$ cat config.mk
export PLATFORM = sky130hd
export DESIGN_NAME = lac_unit
export DESIGN_NICKNAME = d
export VERILOG_FILES = /design/src/rtl/lac_pkg.sv /design/src/rtl/lac_lane.sv /design/src/rtl/lac_merge.sv /design/src/rtl/lac_unit.sv
export SDC_FILE = /design/constraint.sdc
export NUM_CORES = 1
export LEC_CHECK = 0
export BUFFER_PORTS_ARGS = -buffer_cell sky130_fd_sc_hd__buf_2
export CAP_MARGIN = 25
export CORE_UTILIZATION = 50
export DETAILED_ROUTE_END_ITERATION = 7
export PLACE_DENSITY = 0.88
export REMOVE_ABC_BUFFERS = 1
export SETUP_SLACK_MARGIN = 0.5
export SLEW_MARGIN = 30
export SYNTH_ARGS = -nofsm -noshare
export SYNTH_HDL_FRONTEND = slang
export SYNTH_HIERARCHICAL = 1
export SYNTH_SLANG_ARGS = --single-unit
$ cat constraint.sdc
create_clock -name clk -period 6.7 [get_ports clk]
set_clock_uncertainty 0.2 [all_clocks]
set_input_delay 0.335 -clock clk [delete_from_list [all_inputs] [get_ports clk]]
set_output_delay 0.335 -clock clk [all_outputs]
set_load 0.01 [all_outputs]
$ cat src/rtl/lac_pkg.sv
package lac_pkg;

    localparam int unsigned XLEN_DEF = 64;
    localparam int unsigned HLEN_DEF = 32;

    typedef enum logic [1:0] {
        ALU_ADD  = 2'b00,
        ALU_ADDC = 2'b01,
        ALU_SUB  = 2'b10,
        ALU_SUBB = 2'b11
    } alu_op_e;

    // Packs so that carry is bit 1 and nonzero is bit 0.
    typedef struct packed {
        logic carry;
        logic nonzero;
    } ccode_t;

    function automatic logic op_is_sub(alu_op_e op);
        return op[1];
    endfunction

    // Carry into the adder.
    // Plain ops use the fixed default: 0 for add, 1 for the two's complement of subtract.
    // Chained ops take condition-code bit 1.
    function automatic logic op_carry_in(alu_op_e op, ccode_t cc);
        logic c;
        case (op)
            ALU_ADD:  c = 1'b0;
            ALU_SUB:  c = 1'b1;
            default:  c = cc.carry;
        endcase
        return c;
    endfunction

    function automatic ccode_t make_cc(logic carry, logic nonzero);
        ccode_t r;
        r.carry   = carry;
        r.nonzero = nonzero;
        return r;
    endfunction

endpackage

$ cat src/rtl/lac_lane.sv
module lac_lane #(
    parameter int unsigned W = 32
) (
    input  logic [W-1:0] a,
    input  logic [W-1:0] b,
    input  logic         sub,
    input  logic         cin,
    output logic [W-1:0] sum,
    output logic         cout
);
    logic [W-1:0] b_eff;
    logic [W:0]   total;

    // The carry out of the (W+1)-bit sum already includes the carry in,
    // so the all-ones second operand case needs no special path.
    assign b_eff = sub ? ~b : b;
    assign total = {1'b0, a} + {1'b0, b_eff} + {{W{1'b0}}, cin};
    assign sum   = total[W-1:0];
    assign cout  = total[W];
endmodule

$ cat src/rtl/lac_merge.sv
module lac_merge
    import lac_pkg::*;
#(
    parameter int unsigned DATA_W   = 64,
    parameter int unsigned NARROW_W = 32
) (
    input  logic              wide,
    input  logic [DATA_W-1:0] dest,
    input  logic [DATA_W-1:0] sum_n,
    input  logic              cout_n,
    input  logic [DATA_W-1:0] sum_w,
    input  logic              cout_w,
    output logic [DATA_W-1:0] res,
    output ccode_t            cc
);
    localparam logic [DATA_W-1:0] LOW_MASK = {{(DATA_W-NARROW_W){1'b0}}, {NARROW_W{1'b1}}};

    logic [DATA_W-1:0] narrow_res;

    assign narrow_res = (dest & ~LOW_MASK) | (sum_n & LOW_MASK);

    always_comb begin
        if (wide) begin
            res = sum_w;
            cc  = make_cc(cout_w, |sum_w);
        end else begin
            res = narrow_res;
            cc  = make_cc(cout_n, |(sum_n & LOW_MASK));
        end
    end
endmodule

$ cat src/rtl/lac_unit.sv
module lac_unit
    import lac_pkg::*;
#(
    parameter int unsigned DATA_W   = XLEN_DEF,
    parameter int unsigned NARROW_W = HLEN_DEF
) (
    input  logic              clk,
    input  logic              rst,
    input  logic              valid_i,
    input  logic [1:0]        op_i,
    input  logic              wide_i,
    input  logic [DATA_W-1:0] a_i,
    input  logic [DATA_W-1:0] b_i,
    input  logic [DATA_W-1:0] dest_i,
    output logic [DATA_W-1:0] res_o,
    output logic [1:0]        cc_o,
    output logic              done_o
);
    localparam int unsigned NLANE = 2;

    alu_op_e           op;
    ccode_t            cc_q;
    ccode_t            cc_next;
    logic              cin;
    logic              sub;
    logic [DATA_W-1:0] lane_sum  [NLANE];
    logic              lane_cout [NLANE];
    logic [DATA_W-1:0] res_next;
    logic [DATA_W-1:0] res_q;
    logic              done_q;

    assign op  = alu_op_e'(op_i);
    assign sub = op_is_sub(op);
    assign cin = op_carry_in(op, cc_q);

    // Lane 0 is the narrow width and lane 1 the wide width.
    for (genvar g = 0; g < NLANE; g++) begin : g_lane
        localparam int unsigned LW = (g == 0) ? NARROW_W : DATA_W;
        logic [LW-1:0] s;
        logic          co;

        lac_lane #(.W(LW)) u_lane (
            .a    (a_i[LW-1:0]),
            .b    (b_i[LW-1:0]),
            .sub  (sub),
            .cin  (cin),
            .sum  (s),
            .cout (co)
        );

        always_comb begin
            lane_sum[g]        = '0;
            lane_sum[g][LW-1:0] = s;
            lane_cout[g]       = co;
        end
    end

    lac_merge #(.DATA_W(DATA_W), .NARROW_W(NARROW_W)) u_merge (
        .wide   (wide_i),
        .dest   (dest_i),
        .sum_n  (lane_sum[0]),
        .cout_n (lane_cout[0]),
        .sum_w  (lane_sum[1]),
        .cout_w (lane_cout[1]),
        .res    (res_next),
        .cc     (cc_next)
    );

    always_ff @(posedge clk) begin
        if (rst) begin
            cc_q   <= '0;
            res_q  <= '0;
            done_q <= 1'b0;
        end else begin
            done_q <= valid_i;
            if (valid_i) begin
                cc_q  <= cc_next;
                res_q <= res_next;
            end
        end
    end

    assign res_o  = res_q;
    assign cc_o   = cc_q;
    assign done_o = done_q;

    // done follows valid by exactly one cycle
    p_done_lat_r9: assert property (@(posedge clk) disable iff (rst)
        valid_i |=> done_o);
    p_no_done_r9: assert property (@(posedge clk) disable iff (rst)
        !valid_i |=> !done_o);
    // condition code holds without valid
    p_cc_hold_r9: assert property (@(posedge clk) disable iff (rst)
        !valid_i |=> $stable(cc_o));
    // narrow mode keeps the upper destination half
    p_upper_keep_r8: assert property (@(posedge clk) disable iff (rst)
        valid_i && !wide_i |=> res_o[DATA_W-1:NARROW_W] == $past(dest_i[DATA_W-1:NARROW_W]));
    // plain wide add carries exactly when the result is below a
    p_add_carry_r3: assert property (@(posedge clk) disable iff (rst)
        valid_i && wide_i && op_i == 2'b00 |=> cc_o[1] == (res_o < $past(a_i)));
    // pending borrow with all-ones subtrahend always borrows
    p_ones_borrow_r7: assert property (@(posedge clk) disable iff (rst)
        valid_i && wide_i && op_i == 2'b11 && !cc_o[1] && (&b_i) |=> !cc_o[1]);
    // nonzero flag matches the result at the selected width
    p_nonzero_r10: assert property (@(posedge clk) disable iff (rst)
        valid_i |=> cc_o[0] == ($past(wide_i) ? (|res_o) : (|res_o[NARROW_W-1:0])));
endmodule

* After elaboration in Yosys (flattened, before gate mapping) *
Index checks and enable logic that the tools add are counted.

word-level totals
  register bits = 67
  bits of input ports = 198
  word-level logic and storage cells = 20

operators by class
  add/sub/neg operators = 4
  equality and inequality tests = 1
  multiplexer cells = 5
  bitwise gates (word level) = 3
  reduce and logical (&&, ||, !) cells = 3

operator list
  cell                                            number
  64-bit two-way mux                              2
  64-bit by 64-bit adder with 65-bit output       1
  65-bit by 1-bit adder with 65-bit output        1
  64-bit inverter                                 1
  64-bit by 32-bit bitwise OR with 64-bit output  1
  64-bit OR reduction                             1
  32-bit by 32-bit adder with 33-bit output       1
  33-bit by 1-bit adder with 33-bit output        1
  32-bit two-way mux                              1
  32-bit inverter                                 1
  32-bit OR reduction                             1
  2-bit equality test, second input constant      1
  2-bit zero test                                 1
  2-bit two-way mux                               1
  1-bit case mux with 2 select lines              1

* Depth between registers and ports, before layout *
Gate-level depths: netlist (run 1).

  depth after elaboration = 6
  gate-level depth with buffers = 20
  depth with buffers taken out = 19

* By module *
The synthesis (run 1) kept the hierarchy.

by module, submodules not included
  module                        times used  cells each  area each (um^2)  sequential area each (um^2)
  lac_lane at g_lane[1].u_lane  1           645         4400.5            0.0
  lac_unit                      1           217         2404.8            1341.3
  lac_lane at g_lane[0].u_lane  1           276         2039.5            0.0
  lac_merge                     1           107         1001.0            0.0

* Worst setup path before layout (run 1) *
Ideal clock, no wire load.

  path kind = input to register
  start point = input op_i[1]
  end point = register cc_q, in the netlist cc_o[0]
  data arrival time = 4.447 ns
  data required time = 6.383 ns
  setup slack = 1.936 ns
  stages = 20
  path buffers = 2
  path through = clkbuf_1 buf_1 xnor2_1 fa_1 fa_1 nand2b_1 a21oi_1 o211ai_1 o211ai_1 o21a_1 o22ai_2 o21ai_2 a31oi_1 xnor2_1 nor4_1 nand2_1 nor4_1 a31oi_1 mux2i_1 nor2_1

RTL lines
  element               line            RTL
  from (decl)           lac_unit.sv:10  input logic [1:0] op_i,
  to (signal assigned)  lac_unit.sv:77  cc_q <= cc_next;
  to (decl)             lac_unit.sv:22  ccode_t cc_q;

==> results of run 1 <==
-- per-stage QoR --
step / setup WS, ps / area (um2) / utilization, %
4_1_cts: 1570 / 11300 / 59.4
5_1_grt: 1180 / 11300 / 59.4
3_3_place_gp: 1360 / 11000 / 57.9
6_report: 1490 / 11300 / 59.4
3_5_place_dp: 1210 / 11000 / 58.0
2_1_floorplan: 2610 / 9490 / -
-- area by class of cell --
type                       count  area (um2)  area share, %
multi-input combinational   1084        8030           71.0
sequential                    67        1340           11.9
timing repair buffer         236        1210           10.7
tap                          260         325           2.88
clock buffer                   9         225           1.99
inverter                      32         120           1.06
clock inverter                 7        52.6          0.465
-- layer usage --
metal / part of all wire (%) / vias to the layer above / global-route usage [%]
li1: - / 4876 / -
met5: 0 / - / 0
met4: 3.1 / 0 / 12.2
met3: 8.4 / 71 / 5.42
met1: 44 / 4686 / 39.6
met2: 45 / 490 / 47.6
-- state kept, by name (all words and copies together), names as in the netlist --
| register | cells |
|---|---|
| cc_o | 2 |
| done_o | 1 |
| res_o | 64 |
-- power by group through the flow --
stage | Sequential (mW) | Clock (mW) | Combinational, mW
floorplan | 0.516 | 0 | 0.964
global placement | 0.489 | 0 | 1.38
detailed placement | 0.491 | 0 | 1.41
CTS | 0.483 | 0.469 | 1.42
global route | 0.489 | 0.486 | 1.57
finish | 0.483 | 0.463 | 1.45
-- final timing paths --
kind,to,slack (ps),cells after the start
worst max-delay path,cc_o[0],1490,20
worst min-delay path,res_o[56],150,4
worst max register to register,cc_o[0],1650,19
worst min register to register,res_o[5],290,2
-- worst max-delay path: stages --
cell and delay [ps]:
buf_4 420, mux2_2 270, inv_1 60, fa_1 430, fa_1 420, nand2b_1 190, a21oi_1 290, o211ai_1 230
o211ai_1 520, o21a_1 240, o22ai_2 160, nor2_1 170, a21oi_1 110, xnor2_1 170, nor4_1 420, nand2_1 140
nor4_1 280, a31oi_1 110, mux2i_1 160, nor2_1 60
==> flow_summary.ini, run 1 <==
[status]
status = finished clean

[sta]
fin_crit_ps = 5210
slew_headroom_pct = 39.8
slew_viol_final = 0
hold_viol = 0
hold_slack_ps = 152
setup_tns_ps = 0
fmax_mhz = 192
rsz0062_at_grt = no
setup_viol = 0
finalCritPeriodShare_pct = 77.7
worstMarginPinSlew_ps = 901

[final_layout]
nets = 1726
diodes = 0
final_cell_mix = buf_2 (230), nor2_1 (135), xor2_1 (128)
final_layout_size_suffix_gt1_share_pct = 24.7
final_common_cell = buf_2
fin_cells = 1695
fill_cells = 1726
synthToLayoutAreaGrowth_pct = 14.8

[route]
wire_per_inst_um = 18.0
wirelength_um = 30500
ant_nets = 0
via_per_inst = 5.97
first_iter_violations = 833
drc = 0
via_count = 10123
firstDrtPassIters = 7

[power_and_ir_drop]
leakagePower_nw = 5.27
p_switching_mw = 1.09
clockPowerShare_pct = 19.3
swShare_pct = 45.6
pwr-share-comb_pct = 60.6
power.density_nw_per_um2 = 212
p_int_mw = 1.31
p_seq_share_pct = 20.1
power_mw = 2.40
peakVddDrop_uv = 169

[global_route]
grt_pass1_wl_um = 48100
antenna_found_initial = 0
gr-usage-all-layers_pct = 29.9
grt_max_degree = 68
grt_overflow_total = 0
grt_pass1_vias = 9741

[yosys]
yosys_warnings = 6
avgSynthCellArea_um2 = 7.91
synth_area_um2 = 9840
synthCells = 1244

[placement]
port_buffers = 232
dp_hpwl_um = 24500
place.gp.congestion = 0.975
dp_cells = 1679

[worst_hold_path]
hp-class = in2reg
min-delay-start = dest_i[56]

[clock_tree]
clock-sinks = 67
clock_path_buffers = 2
postCtsSetupRepairBufs = 0
h-tree-depth = 3
clock_latency_ps = 350
numCtsBuffers = 9
post_cts_resized = 0
root_buffer = clkbuf_16
cts_tree = done
clk_pin_slew_worst_paths_ps = 60
ctsHoldBuffers = 0

[die]
rows = 50
core_area_um2 = 19000
fp.dieW_um = 142
dieArea_um2 = 20200
die_h_um = 142
start_util_pct = 51.7
ios = 265

[critical_path]
cp-startpoint = op_i[1]
cp_max_fo = 32
endpoint_kind = flip-flop
cp-start-kind = input pin
worstReg2RegStart = cc_o[1]
critPathRequiredTime_ps = 6710
critPathArrivalTime_ps = 5220
critPathKind = in2reg

[run]
max_cap_violations = 0
(Power assumes the default switching activity.)
==> run 2: changes to the inputs <==
- PLACE_DENSITY: 0.88 -> 0.91
- clock period: 6.7 -> 4.6 ns (I/O delays scaled with it)
==> run 2 against run 1 <==
Effect of this change: routed wire length rose by 10%; sequential share of layout area fell by 0.86 points; count of clock-buffer cells in the layout rose by 1; largest cell class unchanged; highest routed layer unchanged.
==> flow_summary.ini, run 2 (synthesis results as in run 1) <==
[status]
status = finished clean

[critical_path]
critPathKind = reg2reg
critPathRequiredTime_ps = 4610
worstPathCellList = mux2_4 -> inv_2 -> fa_2 -> fa_2 -> nand2b_4 -> a21oi_4 -> o211ai_1 -> o211ai_1 -> buf_4 -> buf_4 -> o21a_4 -> o22ai_4 -> o21ai_2 -> a31oi_1 -> xnor2_1 -> nor4_1 -> nand2_1 -> nor4_2 -> a31oi_1 -> mux2i_1 -> nor2_1
cpPeakStageDelay_ps = 370
critPathArrivalTime_ps = 4200
cp_max_fo = 4
cp-start-kind = flip-flop
critPathSlowestCell = fa_2
endpoint_kind = flip-flop

[route]
wl_met3_um = 3040
top_layer = met4
firstDrtPassIters = 7
first_iter_violations = 966
ant_nets = 0
wl_met2_um = 15200
via_per_inst = 6.04
drc = 0
via_count = 10688
wire_per_inst_um = 19.0
wirelength_um = 33600
m1WireLength_um = 14000

[placement]
post_dp_cell_area_um2 = 11500
place.gp.congestion = 0.963
dp_hpwl_um = 26400
port_buffers = 232

[die]
fp.dieW_um = 142
rows = 50
ios = 265
dieArea_um2 = 20200
die_h_um = 142
start_util_pct = 51.7
core_area_um2 = 19000

[sta]
hold_slack_ps = 40.0
setup_viol = 0
slew_headroom_pct = 40.1
hold_viol = 0
finalCritPeriodShare_pct = 91.3
slew_viol_final = 0
fin_crit_ps = 4200
rsz0062_at_grt = yes
worstMarginPinSlew_ps = 899
fmax_mhz = 238

[clock_tree]
clock_path_buffers = 2
clk_pin_slew_worst_paths_ps = 60
clock_latency_ps = 340
root_buffer = clkbuf_16
ctsHoldBuffers = 0
numCtsBuffers = 9
cts_tree = done
clock-sinks = 67
h-tree-depth = 3

[final_layout]
synthToLayoutAreaGrowth_pct = 23.8
final_cell_area_um2 = 12200
largest_reg_flops = 64
final_layout_size_suffix_gt1_share_pct = 30.6
final_cell_mix = buf_2 (230), nor2_1 (133), xor2_1 (128)
fin_util_pct = 64.1
diodes = 0
final_common_cell = buf_2
nets = 1800

[power_and_ir_drop]
leakagePower_nw = 5.71
power.density_nw_per_um2 = 327
power_mw = 3.98
peakVddDrop_uv = 296

[worst_hold_path]
hp-class = in2reg

[run]
max_cap_violations = 0

[global_route]
gr-usage-all-layers_pct = 32.9
grt_pass1_vias = 10642
grt_overflow_total = 0
grt_pass1_wl_um = 52900
antenna_found_initial = 0
grt_max_degree = 68
==> run 2: cell count changes in the layout (fill, tap and decap cells not counted), moves of 5 or more <==
cell     change
nor4_2       +9
buf_4       +69
a21oi_1      -5
nor4_1      -10
==> run 2: layout make-up <==
type | count | area, um2
multi-input cells | 1084 | 8230
fillers | 1589 | 6830
repair buffers | 310 | 1800
clock inverters | 6 | 138
flip-flops and latches | 67 | 1340
well taps | 260 | 325
inverters | 32 | 120
clock buffers | 10 | 229
==> run 2: worst paths after layout <==
| check | cells past startpoint | slack [ps] | endpoint | start |
|---|---|---|---|---|
| setup / recovery | 21 | 400 | cc_o[0] | cc_o[1] |
| setup reg to reg | 21 | 400 | cc_o[0] | cc_o[1] |
| hold reg to reg | 2 | 290 | res_o[4] | res_o[4] |
| hold / removal | 4 | 40 | res_o[50] | dest_i[50] |
==> run 2: layer usage <==
| metal | GRT usage, % | vias to the layer above |
|---|---|---|
| li1 | - | 5018 |
| met2 | 53.5 | 607 |
| met1 | 42.0 | 4948 |
| met4 | 15.0 | 0 |
| met3 | 6.39 | 115 |
| met5 | 0 | - |
==> run 2: critical path: cells and delay by family, from the launching register on <==
kind / cells / cell delay [ps]
XOR/XNOR: 1 / 170
flip-flops: 1 / 320
AO/OA/AOI/OAI: 8 / 1220
AND/OR/NAND/NOR: 5 / 820
buffers and inverters: 3 / 290
adder cells (fa/ha/maj): 2 / 720
multiplexers: 2 / 300
==> run 2: where the power goes <==
group	leakage, nW	switching (mW)	total (mW)	internal [mW]
sequential	0.554	0.0432	0.706	0.663
combinational	4.98	1.37	2.38	1.01
clock	0.177	0.307	0.894	0.587
total	5.71	1.72	3.98	2.26
==> run 2: repair_timing <==
item                       in CTS  in global routing
pin swaps                      20                 23
gates resized for setup        31                 20
buffers inserted                9                  4
cloned                          0                  1
setup endpoints to repair       5                  3
==> run 2: per-stage QoR <==
step / worst slack, ps / TNS [ps] / std cells
floorplan: 516 / 0 / 1183
finish: 402 / 0 / 1769
CTS: 453 / 0 / 1764
global placement: 52.4 / 0 / 1739
global route: 176 / 0 / 1769
detailed placement: -62.0 / -62.0 / 1739
==> run 3: changes to the inputs <==
- SETUP_SLACK_MARGIN: 0.5 -> unset
- SYNTH_HIERARCHICAL: 1 -> unset
- clock period: 4.6 -> 4.73 ns (I/O delays scaled with it)
==> run 3 against run 2 <==
Effect of this change: the run now ends with setup timing left; synthesized cell count down 20%; utilization up 4.3 points; register-to-register slack got worse by 470 ps; global-route usage down 0.096 points; clock power is 18% lower; sequential share of layout area is 2.5 points higher; combinational power shrank 27%; worst hold slack worse by 23 ps; power fell by 21%; final area fell by 18%; largest power group unchanged; highest routed layer unchanged.
==> flow_summary.ini, run 3 <==
[final_layout]
diodes = 0
final_cell_mix = buf_2 (230), buf_4 (134), nor2_1 (121)
largest_reg_flops = 64
final_layout_size_suffix_gt1_share_pct = 30.1
nets = 1568
synthToLayoutAreaGrowth_pct = 33.9
fin_cells = 1494
final_common_cell = buf_2

[clock_tree]
clock_path_buffers = 2
numCtsBuffers = 9
clk_pin_slew_worst_paths_ps = 70
root_buffer = clkbuf_16
h-tree-depth = 3
clock_latency_ps = 360
cts_tree = done
clock-sinks = 67

[yosys]
synthXorXnorAreaFrac_pct = 14.5
ys_types = 62
synthFlopType = dfxtp_1
yosysTopAreaCell = dfxtp_1
synth_most_common_cell = nor2_1
synthCells = 994
avgSynthCellArea_um2 = 7.47
synth_edf_count = 0
ys_seq_elements = 67
yosysTopAreaCellShare_pct = 18.1
ys_top_cells_by_count = nor2_1 (121), a21oi_1 (90), xor2_1 (89)
synth_area_um2 = 7430
synth_simple_gate_area_share_pct = 19.8
synth_top_family_by_area = compound AO/OA/AOI/OAI gates
synth-compound-area-share_pct = 24.6
yosys_warnings = 0
async_flop_share_pct = 0
synthAdderAreaFrac_pct = 11.2
ys_seq_area_share_pct = 18.1
ys_top_cells_by_area = dfxtp_1 (18%), ha_1 (11%), xor2_1 (10%), mux2i_1 (7.3%), nor2_1 (6.1%)
yosys-mux-area-fraction_pct = 7.43

[global_route]
antenna_found_initial = 0
grt_overflow_total = 0
grt_pass1_vias = 8052
grt_max_degree = 57
gr-usage-all-layers_pct = 32.8
grt_pass1_wl_um = 39000

[placement]
port_buffers = 232
dp_hpwl_um = 20700
place.gp.congestion = 0.992
dp_cells = 1476
dp_slack_ps = -465

[route]
via_count = 8787
first_iter_violations = 756
wire_per_inst_um = 17.1
m1WireLength_um = 10800
wl_met2_um = 11800
via_per_inst = 5.88
firstDrtPassIters = 6
wirelength_um = 25500
ant_nets = 0
drc = 0
top_layer = met4
wl_met3_um = 2040

[critical_path]
cp-start-kind = flip-flop
critPathSlowestCell = or4b_4
path_common_cell = or4_1
endpoint_kind = flip-flop
cp_top_family = simple AND/OR/NAND/NOR gates
critPathArrivalTime_ps = 4830
path_depth = 15
worstPathCellList = mux2_4 -> fa_2 -> fa_2 -> a211oi_4 -> nor2_1 -> xor2_1 -> or4_1 -> or4_1 -> or4_1 -> or4b_4 -> nor4_4 -> buf_4 -> nand4_1 -> nor4_2 -> a211oi_1
worst_r2r_path_depth = 15
cpPeakStageDelay_ps = 560
critPathKind = reg2reg
crit_buf_inv = 1
cp_max_fo = 2
critPathRequiredTime_ps = 4760

[sta]
fmax_mhz = 209
fin_crit_ps = 4790
slew_headroom_pct = 55.9
finalCritPeriodShare_pct = 101
setup_ws_ps = -64.7
hold_viol = 0
worstMarginPinSlew_ps = 661
setup_viol = 1
rsz0062_at_grt = yes
slew_viol_final = 0

[power_and_ir_drop]
leakagePower_nw = 4.80
peakVddDrop_uv = 185
power.density_nw_per_um2 = 316

[status]
failed_checks = setup timing
status = finished with violations

[run]
max_cap_violations = 0

[die]
core_area_um2 = 14500
dieArea_um2 = 15300
fp.dieW_um = 124
rows = 44
die_h_um = 124
ios = 265
start_util_pct = 51.1

[worst_hold_path]
hp-class = in2reg
hold_depth = 3
==> run 3: logic make-up after synthesis <==
kind of cell,after synthesis
buffers and inverters,88
flip-flops,67
AND/OR/NAND/NOR,312
adder cells (fa/ha/maj),65
XOR/XNOR,123
AO/OA/AOI/OAI,284
multiplexers,55
==> run 3: metrics by stage <==
step	setup TNS (ps)	hold WS [ps]	instance area, um2	util, %	power [mW]
6_report	-64.7	16.5	9940	68.4	3.15
5_1_grt	-210	30.7	9940	68.4	3.32
4_1_cts	-110	11.6	9910	68.2	3.11
3_5_place_dp	-465	277	9570	65.8	2.37
3_3_place_gp	-264	269	9570	65.8	2.34
2_1_floorplan	0	109	7180	-	1.62
==> run 3: repair_timing <==
item / 4_1_cts / 5_1_grt
gates resized for setup: 4 / 5
buffers inserted: 0 / 0
setup endpoints to repair: 1 / 1
pin swaps: 3 / 1
endpoints found under the hold margin: 2 / 0
hold buffers: 2 / 0
==> run 3: tightest hold or removal path, cell delays in order <==
cell	delay, ps
buf_2	100
mux2i_1	120
a211oi_1	80
==> run 3: routing by layer <==
layer	vias to the layer above	GRT usage (%)
li1	4252	-
met1	4038	42.0
met3	74	6.32
met2	423	54.2
met4	0	12.5
met5	-	0
==> run 3: final cells by class <==
cell class	instances	area (um2)
Inverter	22	82.6
Fill cell	1202	4590
Timing Repair Buffer	366	2180
Tap cell	184	230
Sequential cell	67	1340
Multi-Input combinational cell	839	5800
Clock buffer	10	239
Clock inverter	6	72.6
==> run 3: final timing paths <==
path                    from  slack [ps]   endpoint
setup / recovery     cc_o[1]         -60    cc_o[0]
hold / removal    dest_i[52]          20  res_o[52]
setup reg to reg     cc_o[1]         -60    cc_o[0]
hold reg to reg    res_o[57]         280  res_o[57]
==> run 3: report_power, final <==
part           total, mW  internal (mW)  switching [mW]
sequential         0.676          0.637          0.0391
clock              0.730          0.429           0.301
combinational       1.74          0.787           0.953
